`config.mk`:
```
export PLATFORM = sky130hd
export DESIGN_NAME = txd_drain_top
export DESIGN_NICKNAME = d
export VERILOG_FILES = /design/src/rtl/txd_pkg.sv /design/src/rtl/txd_start_gate.sv /design/src/rtl/txd_seq.sv /design/src/rtl/txd_status_wb.sv /design/src/rtl/txd_drain_top.sv
export SDC_FILE = /design/constraint.sdc
export NUM_CORES = 1
export LEC_CHECK = 0
export ABC_CLOCK_PERIOD_IN_PS = 1500
export BUFFER_PORTS_ARGS = -buffer_cell sky130_fd_sc_hd__clkbuf_2
export CORE_MARGIN = 4
export CORE_UTILIZATION = 31
export CTS_BUF_LIST = sky130_fd_sc_hd__clkbuf_16
export DETAILED_ROUTE_END_ITERATION = 8
export GPL_TIMING_DRIVEN = 0
export PLACE_DENSITY = 0.78
export SKIP_LAST_GASP = 1
export SYNTH_ARGS = -nofsm -noshare
export SYNTH_HDL_FRONTEND = slang
export SYNTH_SLANG_ARGS = --single-unit
```
`constraint.sdc`:
```
create_clock -name clk -period 1.5 [get_ports clk]
set_clock_uncertainty 0.15 [all_clocks]
set_input_delay 0.3 -clock clk [delete_from_list [all_inputs] [get_ports clk]]
set_output_delay 0.3 -clock clk [all_outputs]
set_load 0.02 [all_outputs]
```
`src/rtl/txd_pkg.sv`:
```
package txd_pkg;
  typedef enum logic [1:0] {
    TXD_IDLE = 2'd0,
    TXD_SEND = 2'd1,
    TXD_WAIT = 2'd2
  } txd_state_e;
endpackage

```
`src/rtl/txd_start_gate.sv`:
```
module txd_start_gate #(
  parameter int DEPTH = 256,
  localparam int LVL_W = $clog2(DEPTH + 1)
) (
  input  logic [LVL_W-1:0] fifo_level,
  input  logic             eof_pending,
  output logic             start_ok
);
  localparam logic [LVL_W-1:0] FULL_LVL = LVL_W'(DEPTH);

  logic is_full;

  always_comb begin
    is_full  = (fifo_level == FULL_LVL);
    start_ok = is_full | eof_pending;
  end
endmodule

```
`src/rtl/txd_seq.sv`:
```
module txd_seq
  import txd_pkg::*;
#(
  parameter int DATA_W = 8,
  parameter int LVL_W  = 9
) (
  input  logic              clk,
  input  logic              rst_n,
  input  logic              start_ok,
  input  logic [LVL_W-1:0]  fifo_level,
  input  logic [DATA_W-1:0] fifo_rd_data,
  input  logic              fifo_rd_eof,
  input  logic              mac_ready,
  input  logic              mac_done,
  output logic              mac_valid,
  output logic [DATA_W-1:0] mac_data,
  output logic              mac_last,
  output logic              fifo_rd_en,
  output logic              done_accept
);
  txd_state_e st_q, st_d;
  logic       in_send;
  logic       xfer;

  always_comb begin
    in_send     = (st_q == TXD_SEND);
    mac_valid   = in_send & (fifo_level != '0);
    mac_data    = fifo_rd_data;
    mac_last    = fifo_rd_eof;
    xfer        = mac_valid & mac_ready;
    fifo_rd_en  = xfer;
    done_accept = (st_q == TXD_WAIT) & mac_done;
  end

  always_comb begin
    st_d = st_q;
    unique case (st_q)
      TXD_IDLE: if (start_ok) st_d = TXD_SEND;
      TXD_SEND: if (xfer && fifo_rd_eof) st_d = TXD_WAIT;
      TXD_WAIT: if (mac_done) st_d = TXD_IDLE;
      default:  st_d = TXD_IDLE;
    endcase
  end

  always_ff @(posedge clk or negedge rst_n) begin
    if (!rst_n) st_q <= TXD_IDLE;
    else        st_q <= st_d;
  end

  AST_START_GATED: assert property (@(posedge clk) disable iff (!rst_n)
    $rose(in_send) |-> $past(start_ok));

  AST_LAST_TO_WAIT: assert property (@(posedge clk) disable iff (!rst_n)
    (mac_valid && mac_ready && mac_last) |=> (st_q == TXD_WAIT));

  AST_WAIT_SILENT: assert property (@(posedge clk) disable iff (!rst_n)
    (st_q == TXD_WAIT) |-> !fifo_rd_en);
endmodule

```
`src/rtl/txd_status_wb.sv`:
```
module txd_status_wb #(
  parameter int ST_W = 8
) (
  input  logic            clk,
  input  logic            rst_n,
  input  logic            done_accept,
  input  logic [ST_W-1:0] mac_status,
  output logic [ST_W-1:0] tx_status,
  output logic            wb_req,
  output logic [ST_W-1:0] wb_status
);
  logic [ST_W-1:0] stat_q, stat_d;
  logic            req_q, req_d;
  logic            stat_en;

  always_comb begin
    stat_en = done_accept;
    stat_d  = mac_status;
    req_d   = done_accept;
  end

  always_ff @(posedge clk or negedge rst_n) begin
    if (!rst_n)       stat_q <= '0;
    else if (stat_en) stat_q <= stat_d;
  end

  always_ff @(posedge clk or negedge rst_n) begin
    if (!rst_n) req_q <= 1'b0;
    else        req_q <= req_d;
  end

  assign tx_status = stat_q;
  assign wb_status = stat_q;
  assign wb_req    = req_q;

  AST_WB_SINGLE: assert property (@(posedge clk) disable iff (!rst_n)
    wb_req |=> !wb_req);

  AST_STATUS_HOLD: assert property (@(posedge clk) disable iff (!rst_n)
    !$stable(tx_status) |-> wb_req);
endmodule

```
`src/rtl/txd_drain_top.sv`:
```
module txd_drain_top #(
  parameter int DEPTH  = 256,
  parameter int DATA_W = 8,
  parameter int ST_W   = 8,
  localparam int LVL_W = $clog2(DEPTH + 1)
) (
  input  logic              clk,
  input  logic              rst_n,
  input  logic [LVL_W-1:0]  fifo_level,
  input  logic              eof_pending,
  input  logic [DATA_W-1:0] fifo_rd_data,
  input  logic              fifo_rd_eof,
  output logic              fifo_rd_en,
  output logic              mac_valid,
  input  logic              mac_ready,
  output logic [DATA_W-1:0] mac_data,
  output logic              mac_last,
  input  logic              mac_done,
  input  logic [ST_W-1:0]   mac_status,
  output logic [ST_W-1:0]   tx_status,
  output logic              wb_req,
  output logic [ST_W-1:0]   wb_status
);
  logic start_ok;
  logic done_accept;

  txd_start_gate #(.DEPTH(DEPTH)) u_gate (
    .fifo_level (fifo_level),
    .eof_pending(eof_pending),
    .start_ok   (start_ok)
  );

  txd_seq #(.DATA_W(DATA_W), .LVL_W(LVL_W)) u_seq (
    .clk         (clk),
    .rst_n       (rst_n),
    .start_ok    (start_ok),
    .fifo_level  (fifo_level),
    .fifo_rd_data(fifo_rd_data),
    .fifo_rd_eof (fifo_rd_eof),
    .mac_ready   (mac_ready),
    .mac_done    (mac_done),
    .mac_valid   (mac_valid),
    .mac_data    (mac_data),
    .mac_last    (mac_last),
    .fifo_rd_en  (fifo_rd_en),
    .done_accept (done_accept)
  );

  txd_status_wb #(.ST_W(ST_W)) u_stat (
    .clk        (clk),
    .rst_n      (rst_n),
    .done_accept(done_accept),
    .mac_status (mac_status),
    .tx_status  (tx_status),
    .wb_req     (wb_req),
    .wb_status  (wb_status)
  );

  AST_RD_NONEMPTY: assert property (@(posedge clk) disable iff (!rst_n)
    fifo_rd_en |-> (fifo_level != '0));

  AST_WB_AFTER_DONE: assert property (@(posedge clk) disable iff (!rst_n)
    wb_req |-> $past(mac_done));
endmodule

```
==> metrics.md <==
| Metric | Value |
|---|---|
| Die extent in x | 52.3 um |
| DRT antenna net count | 0 |
| Final number of hold-violating endpoints | 0 |
| Transition time of the tightest slew-check pin | 0.257 ns |
| Final standard cell area without fillers | 1010 um2 |
| Library cell appearing most often on the critical path | sky130_fd_sc_hd__clkbuf_2 |
| Yosys top cell by area | sky130_fd_sc_hd__dfrtp_1 |
| Worst setup SP type | input port |
| Fmax | 544 MHz |
| Number of gates given a new drive strength after cts | 0 |
| Clock Pin Slew Worst Setup and Hold Paths | 0.04 ns |
| Final core utilization | 56.4% |
| Clock tree root buffer cell | sky130_fd_sc_hd__clkbuf_16 |
| Register-to-register setup slack | ~0.03 ns |
| Dpl cell area | 910 um2 |
| Failing checks | negative setup slack |
| CP Max Fanout | 3 |
| Area growth from synthesis to layout | 65.4% |
| Cell depth of the worst flop-to-flop path | 2 |
| Multiplexer share of the synthesized area | 14.8% |
| Maximum number of pins on one net before global-route repair | 12 |
| Most used cells in the layout excluding fill and tap cells | 50 x sky130_fd_sc_hd__clkbuf_2, 18 x sky130_fd_sc_hd__buf_4, 11 x sky130_fd_sc_hd__dfrtp_1 |
| LEAKAGE | roughly 0.00058 uW |
| Result of the run | complete, but fails checks |
| Share of the synthesized area in compound gates (AO/OA/AOI/OAI) | 2.47% |
| Final setup viols | 2 |
| Clock latency of the later-clocked register in the worst-skew pair | about 0.23 ns |
| Post-Place Setup Slack | -0.365 ns |
| CTS HTree Levels | 1 |
| Hold Crit Class | in -> reg |
| Post-layout minimum cycle time | roughly 1.8 ns |
| Critical register-to-register path startpoint | u_seq.st_q[0] |
| Initial antenna violation count | 0 |
| Path type of the worst setup path | in -> out |
| YS warnings | 0 |
| Max-slew violation count | 0 |
| Number of different library cells in the post-synthesis netlist | 18 |
| Syn_area_per_cell | 11.3 um2 |
| Endpoint kind of the worst setup timing path | output pin |
| CP startpoint | fifo_level[5] |
| Setup repair after global routing missed its margin | true |
| Cell with the biggest individual delay on the critical path | sky130_fd_sc_hd__or4_4 |
| Flip-flop and latch area | approximately 280 um2 |
| Total inserted antenna cells | 0 |
| Number of clock sinks | 11 |
| Max cap viols | 0 |
| Synthesized-area fraction occupied by adder cells | 0% |
| Worst Path Arrival | 1.39 ns |
| Capture point of the critical path | mac_valid |
| Part of the Yosys area used for sequential elements | 45.3% |
| Worst reg2reg endpoint | u_stat.tx_status[5] |
| Number of DRC violations after detailed-routing iteration 0 | 6 |
| Least setup slack across all paths after layout | -0.340 ns |
| Number of synthesized register bits | 11 |
| Basic-gate share of the synthesized area counting and, or, nand and nor cells | 15.8% |
| Main combinational cell family by area after synthesis | buffers and inverters |
| Final cell count without fillers | 135 |
| Quantity of I/O buffers inserted on ports | 50 |
| Final Cycle Share | 123% |
| Area occupied by multi-input gates | 221 um2 |
| Per-cell via count in the routed design | around 4.1 |
| Number of buffers created by CTS | 3 |
| Remaining Overflow, GRT | 0 |
| Placed insts | 129 |
| Nets in the synthesized netlist | 85 |
| Fraction of post-synthesis cell area in the top cell type by area | 45.3% |
| Largest buffer count on any clock path | 2 |
| Die height | between 50 and 60 um |
| Core footprint | 1780 um2 |
| Row count | 15 |
| Number of top-level design ports | 59 |
| Post-detailed-route wirelength per cell | 10.0 um |
| Initial core utilization | 34.1% |
| Maximum vdd ir drop | ~0.00076 V |
| Global-route wire length before repair | 2.16 mm |
| Number of filler instances in the final layout | approximately 160 |
| Leading cell type in the layout, fill and taps excluded | sky130_fd_sc_hd__clkbuf_2 |
| CTS tree | yes |
| Power Dens Cells | 1930 nW/um2 |
| GRT Resource Usage Total | between 10% and 20% |
| Post-synthesis instance total | 54 |
| Rel. slew slack | between 80% and 90% |
| Length of the first detailed-routing pass in iterations | 2 |
| # DRC | 0 |
| Number of global-route vias before repair | 544 |
| Post-layout net count | around 140 |
| Total wire length | about 1.4 mm |
| Series of cell instances along the critical path | clkbuf_2 > or4_4 > nor3_4 > nor3b_2 > clkbuf_2 |
| Top cells by area in the synthesized netlist | sky130_fd_sc_hd__dfrtp_1 45%, sky130_fd_sc_hd__buf_4 21%, sky130_fd_sc_hd__mux2_2 11%, sky130_fd_sc_hd__mux2_1 3.7%, sky130_fd_sc_hd__and3_1 2.1% |
| Data required time of the critical path | around 1.1 ns |
| Proportion of layout cells with a drive suffix above 1 | roughly three quarters |
| Final weighted congestion in routability-driven placement | 0.670 |
| Area of the die | around 2700 um2 |
| Vias | 557 |
| XOR/XNOR share of the synthesized area | 0% |
| Cell area after synthesis | roughly 610 um2 |
| CP max stage delay | 0.54 ns |
| DP Wirelength | 1.18 mm |
metrics by stage:
stage          power (uW)  hold slack, ns  setup TNS (ns)
2_1_floorplan        1180          -0.146          -0.238
3_3_place_gp         1470          0.0333          -0.740
3_5_place_dp         1500          0.0355          -0.814
4_1_cts              1970           0.120          -0.704
5_1_grt              2070           0.131          -0.849
6_report             1940           0.121          -0.678
layout make-up:
| cell class | instances | area share (%) |
|---|---|---|
| Buffer | 17 | 12.7 |
| Clock buffer | 3 | 7.46 |
| Clock inverter | 1 | 0.373 |
| Inverter | 1 | 0.373 |
| Multi-Input combinational cell | 25 | 22.0 |
| Sequential cell | 11 | 27.4 |
| Tap cell | 25 | 3.11 |
| Timing Repair Buffer | 52 | 26.6 |
report_power, final:
group	total, uW	switching (uW)	internal [uW]
Combinational	949	506	442
Sequential	531	106	425
Clock	461	113	348
Total	1940	725	1220
per-layer routing:
layer	part of all wire [%]	GRT usage, %	vias to the layer above
met5	0	0	-
met4	0.74	6.38	0
met1	35	11.9	234
met2	49	18.2	39
li1	-	-	282
met3	16	2.85	2
how the worst min path moves through the flow:
stage	start	end	depth (start not counted)
finish	mac_done	u_seq.st_q[1]	2
global route	mac_done	u_seq.st_q[1]	2
global placement	rst_n	u_stat.tx_status[6]	1
floorplan	rst_n	u_seq.st_q[0]	0
detailed placement	rst_n	u_stat.tx_status[6]	1
CTS	mac_done	u_seq.st_q[1]	2
sequential cells by signal, indices dropped and copies added, names as in the netlist:
name / flops
u_seq.st_q: 2
u_stat.tx_status: 8
u_stat.wb_req: 1
critical path, delay by kind of cell:
kind                   cells  cell delay, ns
and+or+nand+nor            3            0.85
buffers and inverters      2            0.24
cell families (layout without fill, tap and decap cells):
group,count (synthesis),after routing
DFF,11,11
AOI/OAI and AO/OA,2,2
muxes,8,8
buffers and inverters,18,74
and+or+nand+nor,15,15
synthesized netlist by cell type:
cell type and instances:
sky130_fd_sc_hd__and3_1 2, sky130_fd_sc_hd__or4_4 1, sky130_fd_sc_hd__nand2_1 2, sky130_fd_sc_hd__o22ai_1 1, sky130_fd_sc_hd__inv_1 1, sky130_fd_sc_hd__dfrtp_1 11, sky130_fd_sc_hd__nand2b_1 1, sky130_fd_sc_hd__mux2_1 2
sky130_fd_sc_hd__or4_1 1, sky130_fd_sc_hd__mux2_2 6, sky130_fd_sc_hd__nand3b_2 1, sky130_fd_sc_hd__nor2_1 2, sky130_fd_sc_hd__nor3_2 1, sky130_fd_sc_hd__nand3_1 1, sky130_fd_sc_hd__nor3b_1 1, sky130_fd_sc_hd__nor3_1 2
sky130_fd_sc_hd__o32ai_1 1, sky130_fd_sc_hd__buf_4 17
what timing repair did:
action                                 CTS  global route
buffers inserted                         1             0
pin swaps                                1             0
setup endpoints to repair                2            10
endpoints found under the hold margin   11             0
hold buffers                             1             0
No activity file was read; power rests on OpenSTA's default activity.
